File: config.mk
export PLATFORM = sky130hd
export DESIGN_NAME = frac_baud_gen
export DESIGN_NICKNAME = d
export VERILOG_FILES = /design/src/rtl/frac_baud_pkg.sv /design/src/rtl/frac_baud_regs.sv /design/src/rtl/frac_baud_chan.sv /design/src/rtl/frac_baud_gen.sv
export SDC_FILE = /design/constraint.sdc
export NUM_CORES = 1
export LEC_CHECK = 0
export BUFFER_PORTS_ARGS = -buffer_cell sky130_fd_sc_hd__buf_2
export CORE_ASPECT_RATIO = 1.1
export CORE_MARGIN = 2
export CORE_UTILIZATION = 55
export DETAILED_ROUTE_END_ITERATION = 8
export GPL_ROUTABILITY_DRIVEN = 0
export PLACE_DENSITY = 0.73
export SETUP_SLACK_MARGIN = 0.02
export SYNTH_ARGS = -nofsm -noshare
export SYNTH_HDL_FRONTEND = slang
export SYNTH_SLANG_ARGS = --single-unit
export TNS_END_PERCENT = 10
File: constraint.sdc
create_clock -name clk -period 2.7 [get_ports clk]
set_input_delay 0.135 -clock clk [delete_from_list [all_inputs] [get_ports clk]]
set_output_delay 0.135 -clock clk [all_outputs]
set_load 0.02 [all_outputs]
File: src/rtl/frac_baud_pkg.sv
package frac_baud_pkg;
  localparam int DATA_W   = 16;
  localparam int FRAC_W   = 4;
  localparam int FRAC_LSB = 4;

  typedef enum logic [1:0] {
    REG_IR_FRAC = 2'd0,
    REG_IR_CNT  = 2'd1,
    REG_UA_FRAC = 2'd2,
    REG_UA_CNT  = 2'd3
  } reg_sel_e;
endpackage

File: src/rtl/frac_baud_regs.sv
module frac_baud_regs
  import frac_baud_pkg::*;
#(
  parameter int IR_CNT_W   = 4,
  parameter int UA_CNT_W   = 12,
  parameter int IR_CNT_RST = 1
) (
  input  logic                clk,
  input  logic                rst_n,
  input  logic                wr_en,
  input  logic [1:0]          wr_addr,
  input  logic [DATA_W-1:0]   wr_data,
  output logic [FRAC_W-1:0]   ir_frac,
  output logic [IR_CNT_W-1:0] ir_cnt,
  output logic                ir_restart,
  output logic [FRAC_W-1:0]   ua_frac,
  output logic [UA_CNT_W-1:0] ua_cnt,
  output logic                ua_restart
);
  logic [FRAC_W-1:0]   ir_frac_q, ir_frac_n, ua_frac_q, ua_frac_n;
  logic [IR_CNT_W-1:0] ir_cnt_q, ir_cnt_n;
  logic [UA_CNT_W-1:0] ua_cnt_q, ua_cnt_n;
  logic                ir_rs_q, ir_rs_n, ua_rs_q, ua_rs_n;
  logic [FRAC_W-1:0]   frac_field;
  logic [IR_CNT_W-1:0] ir_field;
  logic [UA_CNT_W-1:0] ua_field;

  assign frac_field = wr_data[FRAC_LSB +: FRAC_W];
  assign ir_field   = wr_data[IR_CNT_W-1:0];
  assign ua_field   = wr_data[UA_CNT_W-1:0];

  always_comb begin
    ir_frac_n = ir_frac_q;
    ir_cnt_n  = ir_cnt_q;
    ua_frac_n = ua_frac_q;
    ua_cnt_n  = ua_cnt_q;
    ir_rs_n   = 1'b0;
    ua_rs_n   = 1'b0;
    if (wr_en) begin
      case (reg_sel_e'(wr_addr))
        REG_IR_FRAC: ir_frac_n = frac_field;
        REG_IR_CNT: begin
          if (ir_field != '0) begin
            ir_cnt_n = ir_field;
            ir_rs_n  = 1'b1;
          end
        end
        REG_UA_FRAC: ua_frac_n = frac_field;
        REG_UA_CNT: begin
          ua_cnt_n = ua_field;
          ua_rs_n  = 1'b1;
        end
        default: ;
      endcase
    end
  end

  always_ff @(posedge clk or negedge rst_n) begin
    if (!rst_n) begin
      ir_frac_q <= '0;
      ir_cnt_q  <= IR_CNT_W'(IR_CNT_RST);
      ua_frac_q <= '0;
      ua_cnt_q  <= '0;
      ir_rs_q   <= 1'b1;
      ua_rs_q   <= 1'b1;
    end else begin
      if (wr_en) begin
        ir_frac_q <= ir_frac_n;
        ir_cnt_q  <= ir_cnt_n;
        ua_frac_q <= ua_frac_n;
        ua_cnt_q  <= ua_cnt_n;
      end
      ir_rs_q <= ir_rs_n;
      ua_rs_q <= ua_rs_n;
    end
  end

  assign ir_frac    = ir_frac_q;
  assign ir_cnt     = ir_cnt_q;
  assign ir_restart = ir_rs_q;
  assign ua_frac    = ua_frac_q;
  assign ua_cnt     = ua_cnt_q;
  assign ua_restart = ua_rs_q;
endmodule

File: src/rtl/frac_baud_chan.sv
module frac_baud_chan
  import frac_baud_pkg::*;
#(
  parameter int PW = 5
) (
  input  logic              clk,
  input  logic              rst_n,
  input  logic              restart,
  input  logic [PW-1:0]     int_period,
  input  logic [FRAC_W-1:0] frac,
  output logic              tick
);
  logic [PW-1:0]     cnt_q, cnt_n;
  logic [FRAC_W-1:0] acc_q, acc_n;
  logic [FRAC_W:0]   acc_sum;
  logic              at_zero;

  assign at_zero = (cnt_q == '0);
  assign acc_sum = {1'b0, acc_q} + {1'b0, frac};

  always_comb begin
    cnt_n = cnt_q - PW'(1);
    acc_n = acc_q;
    if (restart) begin
      cnt_n = int_period - PW'(1);
      acc_n = frac;
    end else if (at_zero) begin
      cnt_n = int_period - PW'(1) + PW'(acc_sum[FRAC_W]);
      acc_n = acc_sum[FRAC_W-1:0];
    end
  end

  always_ff @(posedge clk or negedge rst_n) begin
    if (!rst_n) begin
      cnt_q <= '1;
      acc_q <= '0;
    end else begin
      cnt_q <= cnt_n;
      acc_q <= acc_n;
    end
  end

  assign tick = at_zero && !restart;
endmodule

File: src/rtl/frac_baud_gen.sv
module frac_baud_gen
  import frac_baud_pkg::*;
#(
  parameter int IR_CNT_W    = 4,
  parameter int UA_CNT_W    = 12,
  parameter int IR_CNT_RST  = 1,
  parameter int SYNC_STAGES = 2
) (
  input  logic        clk,
  input  logic        rst_n,
  input  logic        wr_en,
  input  logic [1:0]  wr_addr,
  input  logic [15:0] wr_data,
  output logic        ir_tick,
  output logic        uart_tick
);
  localparam int IR_PW = IR_CNT_W + 1;
  localparam int UA_PW = UA_CNT_W + 5;

  logic [SYNC_STAGES-1:0] rs_q;
  logic                   rst_sync;
  logic [FRAC_W-1:0]      ir_frac, ua_frac;
  logic [IR_CNT_W-1:0]    ir_cnt;
  logic [UA_CNT_W-1:0]    ua_cnt;
  logic                   ir_restart, ua_restart;
  logic [IR_PW-1:0]       ir_period;
  logic [UA_PW-1:0]       ua_period;

  always_ff @(posedge clk or negedge rst_n) begin
    if (!rst_n) rs_q <= '0;
    else        rs_q <= {rs_q[SYNC_STAGES-2:0], 1'b1};
  end
  assign rst_sync = rs_q[SYNC_STAGES-1];

  frac_baud_regs #(
    .IR_CNT_W(IR_CNT_W), .UA_CNT_W(UA_CNT_W), .IR_CNT_RST(IR_CNT_RST)
  ) u_regs (
    .clk(clk), .rst_n(rst_sync), .wr_en(wr_en), .wr_addr(wr_addr),
    .wr_data(wr_data), .ir_frac(ir_frac), .ir_cnt(ir_cnt),
    .ir_restart(ir_restart), .ua_frac(ua_frac), .ua_cnt(ua_cnt),
    .ua_restart(ua_restart)
  );

  assign ir_period = IR_PW'(ir_cnt) + IR_PW'(1);
  assign ua_period = (UA_PW'(ua_cnt) + UA_PW'(1)) << 4;

  frac_baud_chan #(.PW(IR_PW)) u_ir_chan (
    .clk(clk), .rst_n(rst_sync), .restart(ir_restart),
    .int_period(ir_period), .frac(ir_frac), .tick(ir_tick)
  );

  frac_baud_chan #(.PW(UA_PW)) u_ua_chan (
    .clk(clk), .rst_n(rst_sync), .restart(ua_restart),
    .int_period(ua_period), .frac(ua_frac), .tick(uart_tick)
  );
endmodule

==> impl_results.html <==
<table>
<tr><th>Metric</th><th>Value</th></tr>
<tr><th colspan="2">Logic synthesis</th></tr>
<tr><td>FFs w/ async S/R, synth</td><td>100%</td></tr>
<tr><td>Net count of the mapped netlist</td><td>457</td></tr>
<tr><td>Flip-flop and latch count after synthesis</td><td>58</td></tr>
<tr><td>Main synth FF type</td><td>sky130_fd_sc_hd__dfrtp_1</td></tr>
<tr><td>Post-synthesis area per instance</td><td>9.69 sq um</td></tr>
<tr><td>Synthesis Warnings</td><td>0</td></tr>
<tr><td>Count of flip-flops with a built-in enable after synthesis</td><td>0</td></tr>
<tr><td>Syn Std Cell Area</td><td>4060 sq um</td></tr>
<tr><td>Sequential fraction of the synthesis area</td><td>36.5%</td></tr>
<tr><td>Number of distinct library cell variants in the gate-level netlist after synthesis</td><td>83</td></tr>
<tr><td>Number of standard cells after synthesis</td><td>419</td></tr>
<tr><th colspan="2">Clock network</th></tr>
<tr><td>CTS Buf Count</td><td>9</td></tr>
<tr><td>TritonCTS clock tree</td><td>done</td></tr>
<tr><td>Clock buffer depth</td><td>2</td></tr>
<tr><td>Clock latency of the later-clocked register in the worst-skew pair</td><td>350 ps</td></tr>
<tr><td>H-tree level count</td><td>3</td></tr>
<tr><td>Root cell of the clock tree</td><td>sky130_fd_sc_hd__clkbuf_8</td></tr>
<tr><td>Number of sinks handled by clock tree synthesis</td><td>58</td></tr>
<tr><td>Clock-pin slew of the registers on the worst-case setup and hold paths</td><td>80 ps</td></tr>
<tr><th colspan="2">Die</th></tr>
<tr><td>Core region area</td><td>7090 sq um</td></tr>
<tr><td>I/O pin total</td><td>23</td></tr>
<tr><td>Initial core utilization</td><td>57.3%</td></tr>
<tr><td>Die extent in y</td><td>94.1 microns</td></tr>
<tr><td>Floorplan die width</td><td>85.9 microns</td></tr>
<tr><td>Number of cell rows</td><td>32</td></tr>
<tr><td>Total Die Area</td><td>8080 sq um</td></tr>
<tr><th colspan="2">Worst setup path</th></tr>
<tr><td>Worst Path Max Fanout</td><td>6</td></tr>
<tr><td>Category of the worst setup path launch point</td><td>flip-flop</td></tr>
<tr><td>Worst Path Class, Setup</td><td>flip-flop to flip-flop</td></tr>
<tr><td>CP Data Required Time</td><td>3000 ps</td></tr>
<tr><td>R2r setup slk</td><td>30 ps</td></tr>
<tr><td>Signal arrival time at the worst endpoint</td><td>2970 ps</td></tr>
<tr><td>Element type at the critical path end</td><td>flip-flop</td></tr>
<tr><th colspan="2">Routing</th></tr>
<tr><td>Iteration-0 DRC Markers</td><td>267</td></tr>
<tr><td>Number of search-and-repair iterations in the first detailed-routing pass</td><td>4</td></tr>
<tr><td>Avg WL per Cell</td><td>16.0 microns</td></tr>
<tr><td>DRT antenna net count</td><td>0</td></tr>
<tr><td>Drt total wl</td><td>8900 microns</td></tr>
<tr><td>Average via count per standard cell</td><td>5.90</td></tr>
<tr><td>Remaining routing DRC violations</td><td>0</td></tr>
<tr><td>Via count</td><td>3279</td></tr>
<tr><th colspan="2">STA</th></tr>
<tr><td>Final worst slack</td><td>30.6 ps</td></tr>
<tr><td>Transition time of the tightest slew-check pin</td><td>990 ps</td></tr>
<tr><td>Post-route minimum period</td><td>2670 ps</td></tr>
<tr><td>Worst slew slack as a fraction of its limit</td><td>34.0%</td></tr>
<tr><td>Number of endpoints failing setup at the final stage</td><td>0</td></tr>
<tr><td>Worst clock skew</td><td>8.73 ps</td></tr>
<tr><td>RSZ-0062 raised after global routing</td><td>yes</td></tr>
<tr><td>Highest Clock Rate</td><td>375 MHz</td></tr>
<tr><td>Hold violation count in the final report</td><td>0</td></tr>
<tr><td>Slew Limit Fails</td><td>0</td></tr>
<tr><td>Portion of the clock cycle consumed by the worst path in the final layout</td><td>98.9%</td></tr>
<tr><th colspan="2">Finish</th></tr>
<tr><td>Footprint of the multi-input gates</td><td>2510 sq um</td></tr>
<tr><td>Final-layout fill cell count</td><td>529</td></tr>
<tr><td>Signed area change from the synthesized netlist to the final layout</td><td>18.2%</td></tr>
<tr><td>Ratio of cells with drive above 1 in the final layout</td><td>33.8%</td></tr>
<tr><td>Nets</td><td>504</td></tr>
<tr><td>Post-layout instance count excluding filler cells</td><td>556</td></tr>
<tr><td>Register Area</td><td>1490 sq um</td></tr>
<tr><td>Commonest cells after routing, fill and taps aside</td><td>sky130_fd_sc_hd__buf_4 (36), sky130_fd_sc_hd__nand2_1 (32), sky130_fd_sc_hd__dfrtp_1 (30)</td></tr>
<tr><td>Most common library cell in the layout ignoring fill and taps</td><td>sky130_fd_sc_hd__buf_4</td></tr>
<tr><td>Diode insertion count for antenna repair</td><td>0</td></tr>
<tr><th colspan="2">Hold path</th></tr>
<tr><td>Type of the tightest min-delay check</td><td>primary input to flip-flop</td></tr>
<tr><th colspan="2">Flow run</th></tr>
<tr><td>Max Cap Viol</td><td>0</td></tr>
<tr><th colspan="2">Power and ir drop</th></tr>
<tr><td>Static Leakage</td><td>1.97 nW</td></tr>
<tr><td>Pwr Density</td><td>787 nW/um^2</td></tr>
<tr><td>Final Power</td><td>3.78 mW</td></tr>
<tr><td>Peak ir drop on the vdd network</td><td>0.000523 V</td></tr>
<tr><th colspan="2">Global routing</th></tr>
<tr><td>Congestion Overflow GR</td><td>0</td></tr>
<tr><td>Largest net degree at the start of global routing</td><td>46</td></tr>
<tr><td>GRT Resource Usage Total</td><td>24.0%</td></tr>
<tr><td>Antenna violations before repair</td><td>0</td></tr>
<tr><td>Vias in the first global route</td><td>3209</td></tr>
<tr><td>First-pass GRT wire length</td><td>15100 microns</td></tr>
<tr><th colspan="2">Placed design</th></tr>
<tr><td>Number of I/O port buffers</td><td>18</td></tr>
<tr><td>DP HPWL</td><td>6240 microns</td></tr>
<tr><td>Placed cell count</td><td>530</td></tr>
<tr><td>Pre-CTS setup slack</td><td>-9.51 ps</td></tr>
<tr><th colspan="2">Run status</th></tr>
<tr><td>Run status</td><td>complete, no violations</td></tr>
</table>
cell type report:
class / count / share of cell area, %
multi-input combinational: 323 / 52.3
sequential: 58 / 31.0
timing repair buffer: 59 / 8.60
clock buffer: 9 / 2.58
tap: 85 / 2.22
clock inverter: 7 / 2.14
inverter: 15 / 1.17
path summary, 6_finish.rpt:
path / from / endpoint / depth (start not counted)
worst max-delay path: u_regs.ua_cnt[0] / u_ua_chan.cnt_q[15] / 12
worst min-delay path: wr_data[0] / u_regs.ir_cnt[0] / 3
worst max register to register: u_regs.ua_cnt[0] / u_ua_chan.cnt_q[15] / 12
worst min register to register: rs_q[0] / rs_q[1] / 0
max in group asynchronous: rs_q[1] / u_ua_chan.cnt_q[3] / 1
min in group asynchronous: rst_n / rs_q[1] / 2
synthesized netlist by cell type (12+ instances only):
cell type / n / area (sq um)
sky130_fd_sc_hd__dfrtp_1: 33 / 826
sky130_fd_sc_hd__nand2_1: 32 / 120
sky130_fd_sc_hd__nor2_1: 29 / 109
sky130_fd_sc_hd__dfstp_2: 25 / 657
sky130_fd_sc_hd__o21ai_0: 22 / 110
sky130_fd_sc_hd__mux2_2: 21 / 236
sky130_fd_sc_hd__xnor2_1: 19 / 166
sky130_fd_sc_hd__nor3_1: 17 / 85.1
sky130_fd_sc_hd__ha_1: 15 / 188
sky130_fd_sc_hd__inv_1: 15 / 56.3
sky130_fd_sc_hd__a21oi_1: 14 / 70.1
sky130_fd_sc_hd__xor2_1: 14 / 123
sky130_fd_sc_hd__clkbuf_1: 12 / 45.0
state kept, by name, summed over array words and instances (netlist names):
name and cells:
u_regs.ua_frac 4, u_regs.ir_frac 4, u_regs.ir_restart 1, u_regs.ua_restart 1, u_ir_chan.acc_q 4, u_regs.ir_cnt 4
rs_q 2, u_ua_chan.acc_q 4, u_ir_chan.cnt_q 5, u_ua_chan.cnt_q 17, u_regs.ua_cnt 12
cells by family (layout without fill, tap and decap cells):
logic type / Yosys count / after routing / synth area share (%)
AO/OA/AOI/OAI: 90 / 90 / 16.3
AND/OR/NAND/NOR: 152 / 152 / 21.7
multiplexers: 28 / 28 / 7.68
XOR/XNOR: 35 / 35 / 7.92
other: 1 / 1 / 0.0924
flip-flops: 58 / 58 / 36.5
buffers and inverters: 38 / 90 / 4.16
adder cells (fa/ha/maj): 17 / 17 / 5.61
through the flow:
stage	area [sq um]	util (%)	setup TNS, ps	hold slack (ps)
3_5_place_dp	4380	61.8	-9.51	-78.3
5_1_grt	4800	67.7	-209	7.88
6_report	4800	67.7	0	12.9
4_1_cts	4660	65.8	0	1.81
2_1_floorplan	4070	-	0	-161
3_3_place_gp	4380	61.8	0	-80.2
what timing repair did:
item | 4_1_cts | 5_1_grt
hold buffers | 3 | 0
pin swaps | 0 | 5
buffers inserted | 2 | 5
hold endpoints to repair | 4 | 0
cloned | 0 | 0
endpoints found under the setup margin | 1 | 6
gates resized for setup | 3 | 19
routing by layer:
| layer | wire [microns] | share of wire [%] | up-vias | GRT usage, % |
|---|---|---|---|---|
| met5 | 0 | 0 | - | 0 |
| met1 | 4190 | 47 | 1599 | 31.3 |
| li1 | - | - | 1622 | - |
| met2 | 4310 | 48 | 45 | 39.7 |
| met4 | 143 | 1.6 | 0 | 8.33 |
| met3 | 257 | 2.9 | 13 | 4.48 |
where the power goes:
part / internal [mW] / switching [mW] / total [mW]
clock network: 0.527 / 0.405 / 0.932
logic: 0.704 / 0.670 / 1.37
registers: 1.19 / 0.280 / 1.47
worst max-delay path, stage by stage, from the launching register on:
cell and delay [ps]:
sky130_fd_sc_hd__dfrtp_1 420, sky130_fd_sc_hd__buf_6 150, sky130_fd_sc_hd__ha_4 130, sky130_fd_sc_hd__or4b_4 480, sky130_fd_sc_hd__o31ai_4 100, sky130_fd_sc_hd__o2111ai_2 180, sky130_fd_sc_hd__xnor2_2 210, sky130_fd_sc_hd__o211ai_2 120
sky130_fd_sc_hd__buf_4 170, sky130_fd_sc_hd__buf_4 140, sky130_fd_sc_hd__nor4b_4 260, sky130_fd_sc_hd__o21a_1 130, sky130_fd_sc_hd__o22a_1 120
Power figures use the tool's default switching activity.
